## src/rtl/basemode_pkg.sv

```systemverilog
package basemode_pkg;

    localparam int REG_W     = 32;
    localparam int ADDR_W    = 20;
    localparam int ID_W      = 20;
    localparam int MEMBER_W  = 4;
    localparam int CLUSTER_W = ID_W - MEMBER_W;
    localparam int MEMBERS   = 1 << MEMBER_W;
    localparam int LID_W     = CLUSTER_W + MEMBERS;

    localparam int EN_BIT    = 11;
    localparam int EXT_BIT   = 10;
    localparam int BSP_BIT   = 8;

    typedef enum logic [1:0] {
        MODE_OFF    = 2'd0,
        MODE_LEGACY = 2'd1,
        MODE_EXT    = 2'd2
    } mode_e;

    typedef struct packed {
        logic [ADDR_W-1:0] addr;
        logic              en;
        logic              ext;
    } base_req_t;

    typedef struct packed {
        logic  accept;
        mode_e next_mode;
        logic  clr_sw;
        logic  enter_ext;
    } rule_out_t;

    function automatic base_req_t split_write(input logic [REG_W-1:0] d);
        base_req_t r;
        r.addr = d[REG_W-1 -: ADDR_W];
        r.en   = d[EN_BIT];
        r.ext  = d[EXT_BIT];
        return r;
    endfunction

    function automatic logic [REG_W-1:0] join_view(input logic [ADDR_W-1:0] addr,
                                                   input mode_e m,
                                                   input logic bsp);
        logic [REG_W-1:0] v;
        v                       = '0;
        v[REG_W-1 -: ADDR_W]    = addr;
        v[EN_BIT]               = (m != MODE_OFF);
        v[EXT_BIT]              = (m == MODE_EXT);
        v[BSP_BIT]              = bsp;
        return v;
    endfunction

endpackage

```

## src/rtl/basemode_rules.sv

```systemverilog
module basemode_rules
    import basemode_pkg::*;
(
    input  mode_e     cur_mode,
    input  base_req_t req,
    input  logic      cap,
    output rule_out_t res
);

    logic bad_cap;
    logic bad_ext_off;
    logic bad_skip;
    logic bad_back;

    always_comb begin
        bad_cap     = req.ext && !cap;
        bad_ext_off = req.ext && !req.en;
        bad_skip    = (cur_mode == MODE_OFF) && req.en && req.ext;
        bad_back    = (cur_mode == MODE_EXT) && req.en && !req.ext;

        res.accept    = !(bad_cap || bad_ext_off || bad_skip || bad_back);
        res.next_mode = cur_mode;
        res.clr_sw    = 1'b0;
        res.enter_ext = 1'b0;

        if (!req.en) begin
            res.next_mode = MODE_OFF;
            res.clr_sw    = 1'b1;
        end else if (cur_mode == MODE_OFF) begin
            res.next_mode = MODE_LEGACY;
        end else if (cur_mode == MODE_LEGACY && req.ext) begin
            res.next_mode = MODE_EXT;
            res.enter_ext = 1'b1;
        end
    end

endmodule

```

## src/rtl/basemode_lid.sv

```systemverilog
module basemode_lid
    import basemode_pkg::*;
(
    input  logic [ID_W-1:0]  id,
    output logic [LID_W-1:0] lid
);

    logic [MEMBERS-1:0] member_hot;

    for (genvar g = 0; g < MEMBERS; g++) begin : g_member
        assign member_hot[g] = (id[MEMBER_W-1:0] == MEMBER_W'(g));
    end

    assign lid = {id[ID_W-1:MEMBER_W], member_hot};

endmodule

```

## src/rtl/basemode_top.sv

```systemverilog
module basemode_top
    import basemode_pkg::*;
#(
    parameter logic [ADDR_W-1:0] RESET_BASE = 20'hFEE00,
    parameter logic              BSP_INIT   = 1'b1
) (
    input  logic              clk,
    input  logic              rst,
    input  logic              wr_valid,
    input  logic [REG_W-1:0]  wr_data,
    input  logic              ext_cap,
    input  logic [ID_W-1:0]   init_id,
    output logic [1:0]        mode_o,
    output logic [ADDR_W-1:0] base_addr_o,
    output logic [REG_W-1:0]  base_view_o,
    output logic              reject_o,
    output logic              sw_en_clr_o,
    output logic [LID_W-1:0]  lid_o
);

    mode_e             mode_q;
    logic [ADDR_W-1:0] addr_q;
    logic [LID_W-1:0]  lid_q;
    logic              reject_q;
    logic              clr_q;

    base_req_t         req;
    rule_out_t         rule;
    logic [LID_W-1:0]  lid_next;
    logic              unused_low_bits;

    assign req             = split_write(wr_data);
    assign unused_low_bits = ^wr_data[EXT_BIT-1:0];

    basemode_rules u_rules (
        .cur_mode (mode_q),
        .req      (req),
        .cap      (ext_cap),
        .res      (rule)
    );

    basemode_lid u_lid (
        .id  (init_id),
        .lid (lid_next)
    );

    always_ff @(posedge clk) begin
        if (rst) begin
            mode_q   <= MODE_LEGACY;
            addr_q   <= RESET_BASE;
            lid_q    <= '0;
            reject_q <= 1'b0;
            clr_q    <= 1'b0;
        end else begin
            reject_q <= 1'b0;
            clr_q    <= 1'b0;
            if (wr_valid) begin
                if (rule.accept) begin
                    addr_q <= req.addr;
                    mode_q <= rule.next_mode;
                    clr_q  <= rule.clr_sw;
                    if (rule.enter_ext) begin
                        lid_q <= lid_next;
                    end
                end else begin
                    reject_q <= 1'b1;
                end
            end
        end
    end

    assign mode_o      = mode_q;
    assign base_addr_o = addr_q;
    assign base_view_o = join_view(addr_q, mode_q, BSP_INIT);
    assign reject_o    = reject_q;
    assign sw_en_clr_o = clr_q;
    assign lid_o       = lid_q;

endmodule

```

## config.mk

```make
export PLATFORM = sky130hd
export DESIGN_NAME = basemode_top
export DESIGN_NICKNAME = d
export VERILOG_FILES = /design/src/rtl/basemode_pkg.sv /design/src/rtl/basemode_rules.sv /design/src/rtl/basemode_lid.sv /design/src/rtl/basemode_top.sv
export SDC_FILE = /design/constraint.sdc
export NUM_CORES = 1
export LEC_CHECK = 0
export BUFFER_PORTS_ARGS = -buffer_cell sky130_fd_sc_hd__buf_2
export CAP_MARGIN = 20
export CORE_MARGIN = 4
export CORE_UTILIZATION = 30
export DETAILED_ROUTE_END_ITERATION = 6
export PLACE_DENSITY = 0.55
export SLEW_MARGIN = 20
export SYNTH_ARGS = -nofsm -noshare
export SYNTH_HDL_FRONTEND = slang
export SYNTH_SLANG_ARGS = --single-unit
```

## constraint.sdc

```tcl
create_clock -name clk -period 1.6 [get_ports clk]
set_input_delay 0 -clock clk [delete_from_list [all_inputs] [get_ports clk]]
set_output_delay 0 -clock clk [all_outputs]
set_load 0.01 [all_outputs]
```

==> results.sh <==
export IMPL_grt_max_degree=47
export IMPL_rsz0062_at_grt="no"
export IMPL_grt_pass1_vias=2308
export IMPL_drive_gt1_frac=0.358
export IMPL_relSlewSlack=0.663
export IMPL_yosysUniqueCellTypes=31
export IMPL_skew_ns=0.00995
export IMPL_path_class="input port to flip-flop"
export IMPL_numCtsBuffers=5
export IMPL_tightest_slew_ns=0.501
export IMPL_drc=0
export IMPL_antenna_found_initial=0
export IMPL_hold_viol=0
export IMPL_clock_sinks=56
export IMPL_setup_violations=0
export IMPL_dp_cells=491
export IMPL_dieArea_sq_mm=0.0110
export IMPL_synth_cells=289
export IMPL_grt_remaining_overflow=0
export IMPL_ant_nets=0
export IMPL_post_dp_hpwl_mm=4.39
export IMPL_synth_top_area_share=0.400
export IMPL_pre_cts_slack_ns=0.167
export IMPL_seq_power_share=0.543
export IMPL_io_buffer_count=123
export IMPL_final_min_clock_period_ns=1.48
export IMPL_via_per_inst=4.33
export IMPL_end_kind="flip-flop"
export IMPL_switching_share=0.260
export IMPL_timing_final_ws_setup_ns=0.118
export IMPL_max_stage_delay_ns=0.53
export IMPL_wl_per_cell_um=12.1
export IMPL_num_fill_cells=899
export IMPL_worstPathMaxFanout=15
export IMPL_fin_nets=480
export IMPL_fin_cells=535
export IMPL_diodes=0
export IMPL_finalMaxSlewViolations=0
export IMPL_synth_largest_area_cell="dfxtp_1"
export IMPL_drt_iter0_drc=65
export IMPL_ys_ff_latch=56
export IMPL_irDropWorstVdd_uv=289
export IMPL_clock_path_buffers=2
export IMPL_synth_area_top_cells="dfxtp_1 (40%), mux2i_1 (15%), nand2b_1 (14%), buf_4 (8.8%), nor2_1 (2.8%)"
export IMPL_core_area_sq_mm=0.00915
export IMPL_status="finished, final reports clean"
export IMPL_ys_seq_area_frac=0.400
export IMPL_grt_usage=0.115
export IMPL_grt_pass1_wl_mm=10.8
export IMPL_slowest_stage="dlygate4sd3_1"
export IMPL_cap_violations=0
export IMPL_postSynthAreaPerCell_sq_um=9.70
export IMPL_postPlaceCellArea_sq_mm=0.00337
export IMPL_crit_arrival_ns=1.68
export IMPL_wl_mm=6.47
export IMPL_min_period_over_period=0.927
export IMPL_place_gp_congestion=0.722
export IMPL_cts_htree_levels=2
export IMPL_cts_tree="done"
export IMPL_clk_pin_slew_ns=0.10
export IMPL_io_pins=144
export IMPL_netlist_area_sq_mm=0.00280
export IMPL_fmax_mhz=675
export IMPL_gr_usage_met2=0.191
export IMPL_first_pass_iters=4
export IMPL_power_switching_mw=0.702
export IMPL_hold_path_class="input port to flip-flop"
export IMPL_required_ns=1.79
export IMPL_clock_latency_ns=0.30
export IMPL_clockRootBuffer="clkbuf_8"
export IMPL_power_density_mw_per_mm2=708
export IMPL_grtUsageMet1=0.155
export IMPL_whs_ns=0.0404
export IMPL_fp_dieW_um=105
export IMPL_p_leak_nw=1.76
export IMPL_power_frac_clock=0.275
export IMPL_synth_warnings=0
export IMPL_p_comb_frac=0.181
export IMPL_die_h_um=105
export IMPL_setup_tns_ns=0
export IMPL_startpoint_type="input port"
export IMPL_crit_chain="dlygate4sd3_1, buf_2, nand2_2, or3_1, buf_12, mux2_1"
export IMPL_initial_core_util=0.306
export IMPL_fin_area_sq_mm=0.00382
export IMPL_num_rows=35
export IMPL_p_int_mw=2.00
export IMPL_busiest_layer="met2"
export IMPL_area_growth_pct=36.2
export IMPL_num_vias=2316
export IMPL_use_met3=0.0284
[per-stage QoR]
step           power, mW  utilization
6_report            2.70        0.417
5_1_grt             2.84        0.417
4_1_cts             2.75        0.417
3_5_place_dp        1.92        0.368
3_3_place_gp        1.92        0.368
2_1_floorplan       1.80            -
[synthesized netlist by cell type, drive strengths merged]
master,count
nand2b,62
dfxtp,56
mux2i,42
buf,38
nor2,21
nor3,12
nor2b,11
clkbuf,10
mux2,10
or4,7
nand2,4
nor3b,3
and4bb,2
conb,2
a211o,1
a21boi,1
and2b,1
nand3,1
nand3b,1
nor4b,1
o21ba,1
or2,1
or3,1
[sequential cells by signal, indices dropped and copies added, names as in the netlist]
| register | count |
|---|---|
| lid_o | 32 |
| base_addr_o | 20 |
| mode_o | 2 |
| reject_o | 1 |
| sw_en_clr_o | 1 |
[metal layers]
metal,wire length [um],vias up
met4,24,0
met2,3030,76
met5,0,-
met3,408,2
met1,3010,1058
li1,-,1180
[placed cells by master, fill, tap and decap left out, types with 5 or more instances in the layout]
master | Yosys | layout
nor2_1 | 21 | 21
dlygate4sd3_1 | 0 | 37
buf_2 | 2 | 123
nand2b_1 | 62 | 62
dfxtp_1 | 56 | 56
nor3_1 | 12 | 11
conb_1 | 2 | 10
mux2i_1 | 42 | 42
buf_4 | 33 | 5
clkbuf_8 | 0 | 5
or4_1 | 7 | 7
mux2_4 | 5 | 5
nor2b_1 | 11 | 11
[power by group through the flow]
stage	Combinational [mW]	Sequential, mW	Clock [mW]
floorplan	0.274	1.52	0
global placement	0.421	1.50	0
detailed placement	0.424	1.50	0
CTS	0.495	1.47	0.791
global route	0.539	1.48	0.828
finish	0.490	1.47	0.744
[worst max-delay path, delay by kind of cell]
kind	cells	cell delay (ns)
AND/OR/NAND/NOR	2	0.48
multiplexers	1	0.31
buffers and inverters	3	0.87
[cell families after synthesis]
group                  count (synthesis)  share of synthesized area
AND/OR/NAND/NOR                      128                      0.273
flip-flops                            56                      0.400
multiplexers                          52                      0.197
buffers and inverters                 48                      0.118
AO/OA/AOI/OAI                          3                    0.00938
other                                  2                    0.00268
[path summary, 6_finish.rpt]
kind | start | endpoint | slack (ns) | cells past startpoint
worst max-delay path | wr_valid | lid_o[5]$_SDFFE_PP0P_ | 0.12 | 6
worst min-delay path | init_id[2] | lid_o[1]$_SDFFE_PP0P_ | 0.04 | 3
worst max register to register | mode_o[0]$_SDFFE_PP1P_ | lid_o[5]$_SDFFE_PP0P_ | 0.16 | 4
worst min register to register | lid_o[20]$_SDFFE_PP0P_ | lid_o[20]$_SDFFE_PP0P_ | 0.48 | 2
[layout make-up]
cell class,instances,area [sq um],share of cell area
tap,111,139,0.0364
clock inverter,1,5.00,0.00131
sequential,56,1120,0.294
clock buffer,6,72.6,0.0190
timing repair buffer,168,1080,0.284
multi-input combinational,193,1400,0.366
[what timing repair did]
action                                  in CTS  in global routing
setup buffers                                0                  0
hold buffers                                37                  0
resized for setup                            0                  0
endpoints found under the hold margin       37                  0
endpoints found under the setup margin       0                  0
(Power assumes the default switching activity.)
